`src/rtl/sclk_div_pkg.sv`:
```
package sclk_div_pkg;
  localparam int LIN_W = 8;
  localparam int EXP_W = 4;
  localparam int CFG_W = LIN_W + EXP_W + 1;
  localparam int EXP_MAX = (1 << EXP_W) - 1;
  localparam int HALF_W = (LIN_W > EXP_MAX) ? LIN_W : EXP_MAX;

  typedef enum logic {
    MODE_POW2   = 1'b0,
    MODE_LINEAR = 1'b1
  } div_mode_e;

  typedef struct packed {
    div_mode_e        mode;
    logic [EXP_W-1:0] exp_n;
    logic [LIN_W-1:0] lin_n;
  } div_cfg_t;
endpackage

```
`src/rtl/sclk_div_decode.sv`:
```
module sclk_div_decode
  import sclk_div_pkg::*;
#(
  parameter int LW = LIN_W,
  parameter int EW = EXP_W,
  parameter int HW = HALF_W
) (
  input  logic [LW-1:0] lin_n,
  input  logic [EW-1:0] exp_n,
  input  div_mode_e     mode,
  output logic [HW-1:0] half_m1
);
  // half_m1 is the half-period length minus one, in module-clock cycles
  logic [HW-1:0] lin_len;
  logic [HW-1:0] pow_len;

  generate
    if (HW > LW) begin : g_lin_pad
      assign lin_len = {{(HW-LW){1'b0}}, lin_n};
    end else begin : g_lin_flat
      assign lin_len = lin_n[HW-1:0];
    end
  endgenerate

  assign pow_len = (HW'(1) << exp_n) - HW'(1);

  always_comb begin
    if (mode == MODE_LINEAR) half_m1 = lin_len;
    else                     half_m1 = pow_len;
  end
endmodule

```
`src/rtl/sclk_div_counter.sv`:
```
module sclk_div_counter
  import sclk_div_pkg::*;
#(
  parameter int HW = HALF_W
) (
  input  logic          clk,
  input  logic          rst_n,
  input  logic          run_en,
  input  logic [HW-1:0] half_new,
  output logic          active,
  output logic          last
);
  logic [HW-1:0] cnt;
  logic [HW-1:0] half_cur;
  logic          going;

  assign going = run_en && active;
  assign last  = (cnt == half_cur);

  always_ff @(posedge clk) begin
    if (!rst_n) begin
      active   <= 1'b0;
      cnt      <= '0;
      half_cur <= '0;
    end else begin
      active <= run_en;
      if (!going || last) begin
        cnt      <= '0;
        half_cur <= half_new;
      end else begin
        cnt <= cnt + HW'(1);
      end
    end
  end

  // the count never passes the length latched for this half-period
  assert_count_bound_R9: assert property (@(posedge clk) disable iff (!rst_n)
    cnt <= half_cur);

  // the latched length only moves at a boundary or while stopped
  assert_len_hold_R9: assert property (@(posedge clk) disable iff (!rst_n)
    (going && !last) |=> $stable(half_cur));

  // a start always begins from a count of zero
  assert_restart_R6: assert property (@(posedge clk) disable iff (!rst_n)
    (run_en && !active) |=> (cnt == '0));
endmodule

```
`src/rtl/sclk_div_edge.sv`:
```
module sclk_div_edge (
  input  logic clk,
  input  logic rst_n,
  input  logic run_en,
  input  logic active,
  input  logic last,
  input  logic cpol,
  output logic sclk,
  output logic lead_pulse,
  output logic trail_pulse
);
  logic phase;
  logic boundary;

  assign boundary    = run_en && active && last;
  assign lead_pulse  = boundary && !phase;
  assign trail_pulse = boundary && phase;

  always_ff @(posedge clk) begin
    if (!rst_n) begin
      sclk  <= 1'b0;
      phase <= 1'b0;
    end else if (!(run_en && active)) begin
      sclk  <= cpol;
      phase <= 1'b0;
    end else if (boundary) begin
      sclk  <= ~sclk;
      phase <= ~phase;
    end
  end

  // the strobes are never high together
  assert_pulse_exclusive_R8: assert property (@(posedge clk) disable iff (!rst_n)
    !(lead_pulse && trail_pulse));

  // a strobe is followed by an sclk change at the next edge
  assert_pulse_toggles_R7: assert property (@(posedge clk) disable iff (!rst_n)
    (lead_pulse || trail_pulse) |=> (sclk != $past(sclk)));

  // a running cycle without a strobe leaves sclk unchanged
  assert_hold_between_R7: assert property (@(posedge clk) disable iff (!rst_n)
    (run_en && active && !lead_pulse && !trail_pulse) |=> $stable(sclk));

  // while stopped, sclk follows cpol one cycle later
  assert_idle_level_R2: assert property (@(posedge clk) disable iff (!rst_n)
    !run_en |=> (sclk == $past(cpol)));

  // no strobe while run is low
  assert_stop_quiet_R10: assert property (@(posedge clk) disable iff (!rst_n)
    !run_en |-> (!lead_pulse && !trail_pulse));
endmodule

```
`src/rtl/sclk_divider.sv`:
```
module sclk_divider
  import sclk_div_pkg::*;
#(
  parameter int LW = LIN_W,
  parameter int EW = EXP_W,
  localparam int CW = LW + EW + 1,
  localparam int EMAX = (1 << EW) - 1,
  localparam int HW = (LW > EMAX) ? LW : EMAX
) (
  input  logic          clk,
  input  logic          rst_n,
  input  logic          run_en,
  input  logic          cpol,
  input  logic [CW-1:0] div_cfg,
  output logic          sclk,
  output logic          lead_pulse,
  output logic          trail_pulse
);
  logic [HW-1:0] half_new;
  logic          active;
  logic          last;
  div_mode_e     mode;

  assign mode = div_mode_e'(div_cfg[CW-1]);

  sclk_div_decode #(.LW(LW), .EW(EW), .HW(HW)) u_decode (
    .lin_n   (div_cfg[LW-1:0]),
    .exp_n   (div_cfg[LW+EW-1:LW]),
    .mode    (mode),
    .half_m1 (half_new)
  );

  sclk_div_counter #(.HW(HW)) u_counter (
    .clk      (clk),
    .rst_n    (rst_n),
    .run_en   (run_en),
    .half_new (half_new),
    .active   (active),
    .last     (last)
  );

  sclk_div_edge u_edge (
    .clk         (clk),
    .rst_n       (rst_n),
    .run_en      (run_en),
    .active      (active),
    .last        (last),
    .cpol        (cpol),
    .sclk        (sclk),
    .lead_pulse  (lead_pulse),
    .trail_pulse (trail_pulse)
  );
endmodule

```
`config.mk`:
```
export PLATFORM = sky130hd
export DESIGN_NAME = sclk_divider
export DESIGN_NICKNAME = d
export VERILOG_FILES = /design/src/rtl/sclk_div_pkg.sv /design/src/rtl/sclk_div_decode.sv /design/src/rtl/sclk_div_counter.sv /design/src/rtl/sclk_div_edge.sv /design/src/rtl/sclk_divider.sv
export SDC_FILE = /design/constraint.sdc
export NUM_CORES = 1
export LEC_CHECK = 0
export BUFFER_PORTS_ARGS = -buffer_cell sky130_fd_sc_hd__buf_2
export CAP_MARGIN = 20
export CORE_MARGIN = 4
export CORE_UTILIZATION = 55
export CTS_CLUSTER_DIAMETER = 120
export DETAILED_ROUTE_END_ITERATION = 6
export PLACE_DENSITY_LB_ADDON = 0.08
export SLEW_MARGIN = 10
export SYNTH_ARGS = -nofsm -noshare
export SYNTH_HDL_FRONTEND = slang
export SYNTH_SLANG_ARGS = --single-unit
export TNS_END_PERCENT = 1
```
`constraint.sdc`:
```
create_clock -name clk -period 3.1 [get_ports clk]
set_input_delay 0.62 -clock clk [delete_from_list [all_inputs] [get_ports clk]]
set_output_delay 0.62 -clock clk [all_outputs]
set_load 0.005 [all_outputs]
```
Word level (Yosys, flattened, before mapping). Index checks and enable logic that the tools add are counted.

Register bits after elaboration: 33. Output and inout port bits: 3. Word-level logic and storage cells: 25.

Add/subtract/negate cells: 2. Eq/ne operators: 2. Shifts and indexed selects: 1. Multiplexer cells: 3. Bitwise gates (word level): 3. Reduce and logical (&&, ||, !) cells: 9.

Operators with widths (count): $add 15x1->15 const B (1); $eq 15x15->1 (1); $mux 15 (1); $shl 1x4->15 const A (1); $sub 15x2->15 const B (1); $logic_and 1x1->1 (4); $not 1->1 (3); $logic_not 1->1 (2); $mux 1 (2); $ne 2x1->1 const B (1); $reduce_and 2->1 (1); $reduce_or 2->1 (1); $logic_or 1x1->1 (1).

Logic depth before layout (Yosys ltp).
Depth after elaboration: 4. Gate-level depth with buffers: 10.

By module. A second synthesis with hierarchy kept.

Cell total of the unflattened synthesis: 220. Area, all modules: 1793.0 um^2.

By module, submodules not included: sclk_div_counter (instances 1, cells each 155, area an instance 1406.3 um^2, sequential area each 620.6 um^2); sclk_div_decode (instances 1, cells each 52, area an instance 286.5 um^2, sequential area each 0.0 um^2); sclk_div_edge (instances 1, cells each 13, area an instance 100.1 um^2, sequential area each 40.0 um^2).

Worst setup path after synthesis. Ideal clock, no wire load.

Path kind: input -> register. Start point: in div_cfg[8]. End point: reg u_counter.half_cur[14]. Library setup time: 72 ps. Data arrival time: 2321 ps. Path slack: 707 ps. Cell stages on the path: 8. Buffers on the path: 2. Cell sequence: clkbuf_1 -> or4_1 -> ha_1 -> buf_1 -> nor4bb_1 -> nand2_1 -> a211o_1 -> mux2i_1.

Word-level cells in the longest chain between the ends: 3.

Ends and longest elaborated chain: start, declared (RTL line sclk_divider.sv:14) `input logic [CW-1:0] div_cfg,`; $shl 1x4->15 (RTL line sclk_div_decode.sv:25) `assign pow_len = (HW'(1) << exp_n) - HW'(1);`; $sub 15x2->15 (RTL line sclk_div_decode.sv:25); $mux 15 (RTL line sclk_div_decode.sv:28) `if (mode == MODE_LINEAR) half_m1 = lin_len;`; end signal, assigned (RTL line sclk_div_counter.sv:29) `half_cur <= half_new;`; end, declared (RTL line sclk_div_counter.sv:14) `logic [HW-1:0] half_cur;`.

No other way between the ends. A chain may end at the register's enable or synchronous reset.

Worst setup path after layout.
Start point: reg u_counter.cnt[5]. End point: out lead_pulse.

Word-level cells in the longest chain between the ends: 3.

Ends and longest elaborated chain: start, declared (RTL line sclk_div_counter.sv:13) `logic [HW-1:0] cnt;`; start signal, assigned (RTL line sclk_div_counter.sv:31) `cnt <= cnt + HW'(1);`; $eq 15x15->1 (RTL line sclk_div_counter.sv:18) `assign last = (cnt == half_cur);`; $logic_and 1x1->1 (RTL line sclk_div_edge.sv:15) `assign boundary = run_en && active && last;`; $logic_and 1x1->1 (RTL line sclk_div_edge.sv:16) `assign lead_pulse = boundary && !phase;`; end, declared (RTL line sclk_divider.sv:16) `output logic lead_pulse,`.

No other way between the ends.

==> reports/results.tsv <==
metric	value	unit
netlist_area	1847	sq um
synth_top_family_by_area	simple AND/OR/NAND/NOR gates	
utilization	0.6416	
hold_buffers	0	
area.sequential	660.6	sq um
die_y	65.95	microns
crit_cells	6	
rows	20	
synth_compound_area_frac	0.1037	
cts-buffers-inserted	5	
first_pass_iters	5	
place_ws	554.1	ps
multi_input_area	1079	sq um
irDropWorstVdd	0.5235	mV
power.switching	0.2325	mW
synth_top_area_share	0.3577	
critPathBufInv	1	
area_growth	8.672	%
hpwl	2937	microns
vias	1507	
drc	0	
cpPeakStageDelay	470	ps
critPathKind	reg -> out	
min_path_type	reg -> reg	
grt_first_pass_wirelength	6831	microns
final-hold-violation-count	0	
fin_ws	569.7	ps
path_clk_slew	100	ps
ys_warn_count	0	
ys_seq_area_frac	0.3577	
core	3128	sq um
synthAdderAreaFrac	0.01355	
worstPathArrival	1910	ps
gr-total-overflow	0	
cts_buffer_depth	2	
wirelength	3897	microns
die_w	65.95	microns
io_pins	20	
p_clk_frac	0.365	
synth_cell_types	43	
drv_cap	0	
globalplace.congestion	0.8203	
status	completed	
cts_resized	0	
ant_nets	0	
finalCriticalPeriod	2530	ps
cts_sinks	33	
cts_tree	yes	
p_total	0.8934	mW
crit_path_end_kind	output pin	
seqPwrFrac	0.504	
ctsRootBufferMaster	clkbuf_4	
synth_area_leaders	dfxtp_1, xnor2_1, mux2i_1	
cp_top_family	simple AND/OR/NAND/NOR gates	
viasPerCell	5.440	
ctsHtreeMaxLevel	2	
nFillCells	290	
synth_area_per_cell	8.471	sq um
drtIter0Drc	79	
port-buffer-count	19	
cp-start-kind	flop	
synth.area.mux_share	0.05962	
reg2reg_depth	5	
ys.flop_type	dfxtp_1	
start_util	0.5904	
period_share	0.8162	
path_cells	xnor2_1 > nand4_1 > nor4_4 > nand2_1 > nor3_1 > buf_2	
setup_viol	0	
grt_pass1_vias	1483	
finalClockSkew	13.10	ps
synth_xor_xnor_area_share	0.1375	
max_clock_freq	395.2	MHz
postCtsSetupBuffers	0	
layout-drive-gt1-share	0.1459	
crit_fanout	6	
worstMarginPinSlew	624.1	ps
insertion_delay	340	ps
synthCells	218	
track_usage	0.2066	
leakage	0.7015	nW
internal_power	0.6609	mW
instances_no_fill	277	
synth-seq-cells	33	
synth_edf_count	0	
nets	251	
rsz0062_at_grt	no	
tns	0	ps
worst_path_max_delay_cell	dfxtp_1	
grt_max_degree	28	
yosysTopAreaCell	dfxtp_1	
slew_violations	0	
dp.cells	269	
power_frac_comb	0.131	
synthSimpleGateAreaFrac	0.2696	
dieArea	4349	sq um
diodes	0	
grt_antenna_before_repair	0	
slew_headroom	0.5840	
syn_nets	237	
wl_per_cell	14.07	microns
required	2480	ps
switching_share	0.2602	
powerDensity	445.1	nW/um^2
whs_path_depth	2	
async_reset_ff_frac	0	
## per-stage QoR
stage | area [sq um] | hold slack, ps
after global routing | 2007 | 497.2
after CTS | 2007 | 484.6
after floorplan | 1847 | 444.7
final | 2007 | 480.4
after detailed placement | 1923 | 470.1
after global placement | 1923 | 465.1
## worst reg2reg max path, stage by stage (launching register included)
cell and delay [ps]:
dfxtp_1 470, xnor2_1 170, nand4_1 170, nor4_4 300, a21o_1 590, o32ai_1 200
## Yosys cell counts (3+ instances only)
library cell,number
dfxtp_1,33
nand2_1,29
nor2_1,19
xnor2_1,17
xor2_1,12
mux2i_1,11
inv_1,9
nand3_1,9
o21ai_0,8
clkbuf_1,6
nand4_1,6
nor3_1,6
a21oi_1,5
nand2b_1,5
and2_1,3
o22ai_1,3
## final timing paths
kind | start | slack (ps) | to
hold / removal | u_counter.half_cur[2] | 480 | u_counter.half_cur[2]
setup reg to reg | u_counter.cnt[5] | 1070 | u_counter.half_cur[13]
hold reg to reg | u_counter.half_cur[2] | 480 | u_counter.half_cur[2]
setup / recovery | u_counter.cnt[5] | 570 | lead_pulse
## per-layer routing
layer | vias up | track usage | wire length (microns)
met5 | - | 0 | 0
met3 | 11 | 0.05102 | 146
li1 | 781 | - | -
met2 | 32 | 0.3217 | 1835
met1 | 683 | 0.2683 | 1813
met4 | 0 | 0.09391 | 102
## placed cells by master, fill, tap and decap left out, types with 3 or more instances in the layout
master | Yosys | final
nand3_1 | 9 | 9
nand4_1 | 6 | 6
o22ai_1 | 3 | 3
a21oi_1 | 5 | 5
nor2_1 | 19 | 19
xnor2_1 | 17 | 17
buf_2 | 2 | 19
inv_1 | 9 | 9
nand2b_1 | 5 | 5
nor3_1 | 6 | 6
and2_1 | 3 | 3
clkbuf_4 | 0 | 5
nand2_1 | 29 | 29
o21ai_0 | 8 | 8
xor2_1 | 12 | 12
mux2i_1 | 11 | 11
dfxtp_1 | 33 | 33
## cell families after synthesis
kind of cell	after synthesis
AO/OA/AOI/OAI	28
XOR/XNOR	29
adder cells (fa/ha/maj)	2
buffers and inverters	21
flip-flops	33
multiplexers	11
AND/OR/NAND/NOR	94
## sequential cells by signal, indices dropped and copies added, names as in the netlist
| signal | count |
|---|---|
| u_counter.half_cur | 15 |
| u_counter.active | 1 |
| u_edge.sclk | 1 |
| u_counter.cnt | 15 |
| u_edge.phase | 1 |
## power by group through the flow
stage,sequential (mW),clock (mW),combinational (mW)
2_1_floorplan,0.456,0,0.0928
3_3_place_gp,0.459,0,0.113
3_5_place_dp,0.460,0,0.116
4_1_cts,0.450,0.333,0.117
5_1_grt,0.452,0.351,0.131
6_report,0.450,0.326,0.117
## area by class of cell
type / count / share of cell area
repair buffers: 19 / 0.04738
inverters: 9 / 0.01683
multi-input cells: 164 / 0.5374
well taps: 44 / 0.02743
clock inverters: 3 / 0.02307
clock buffers: 5 / 0.01870
flip-flops and latches: 33 / 0.3292
No activity file was read; power rests on OpenSTA's default activity.
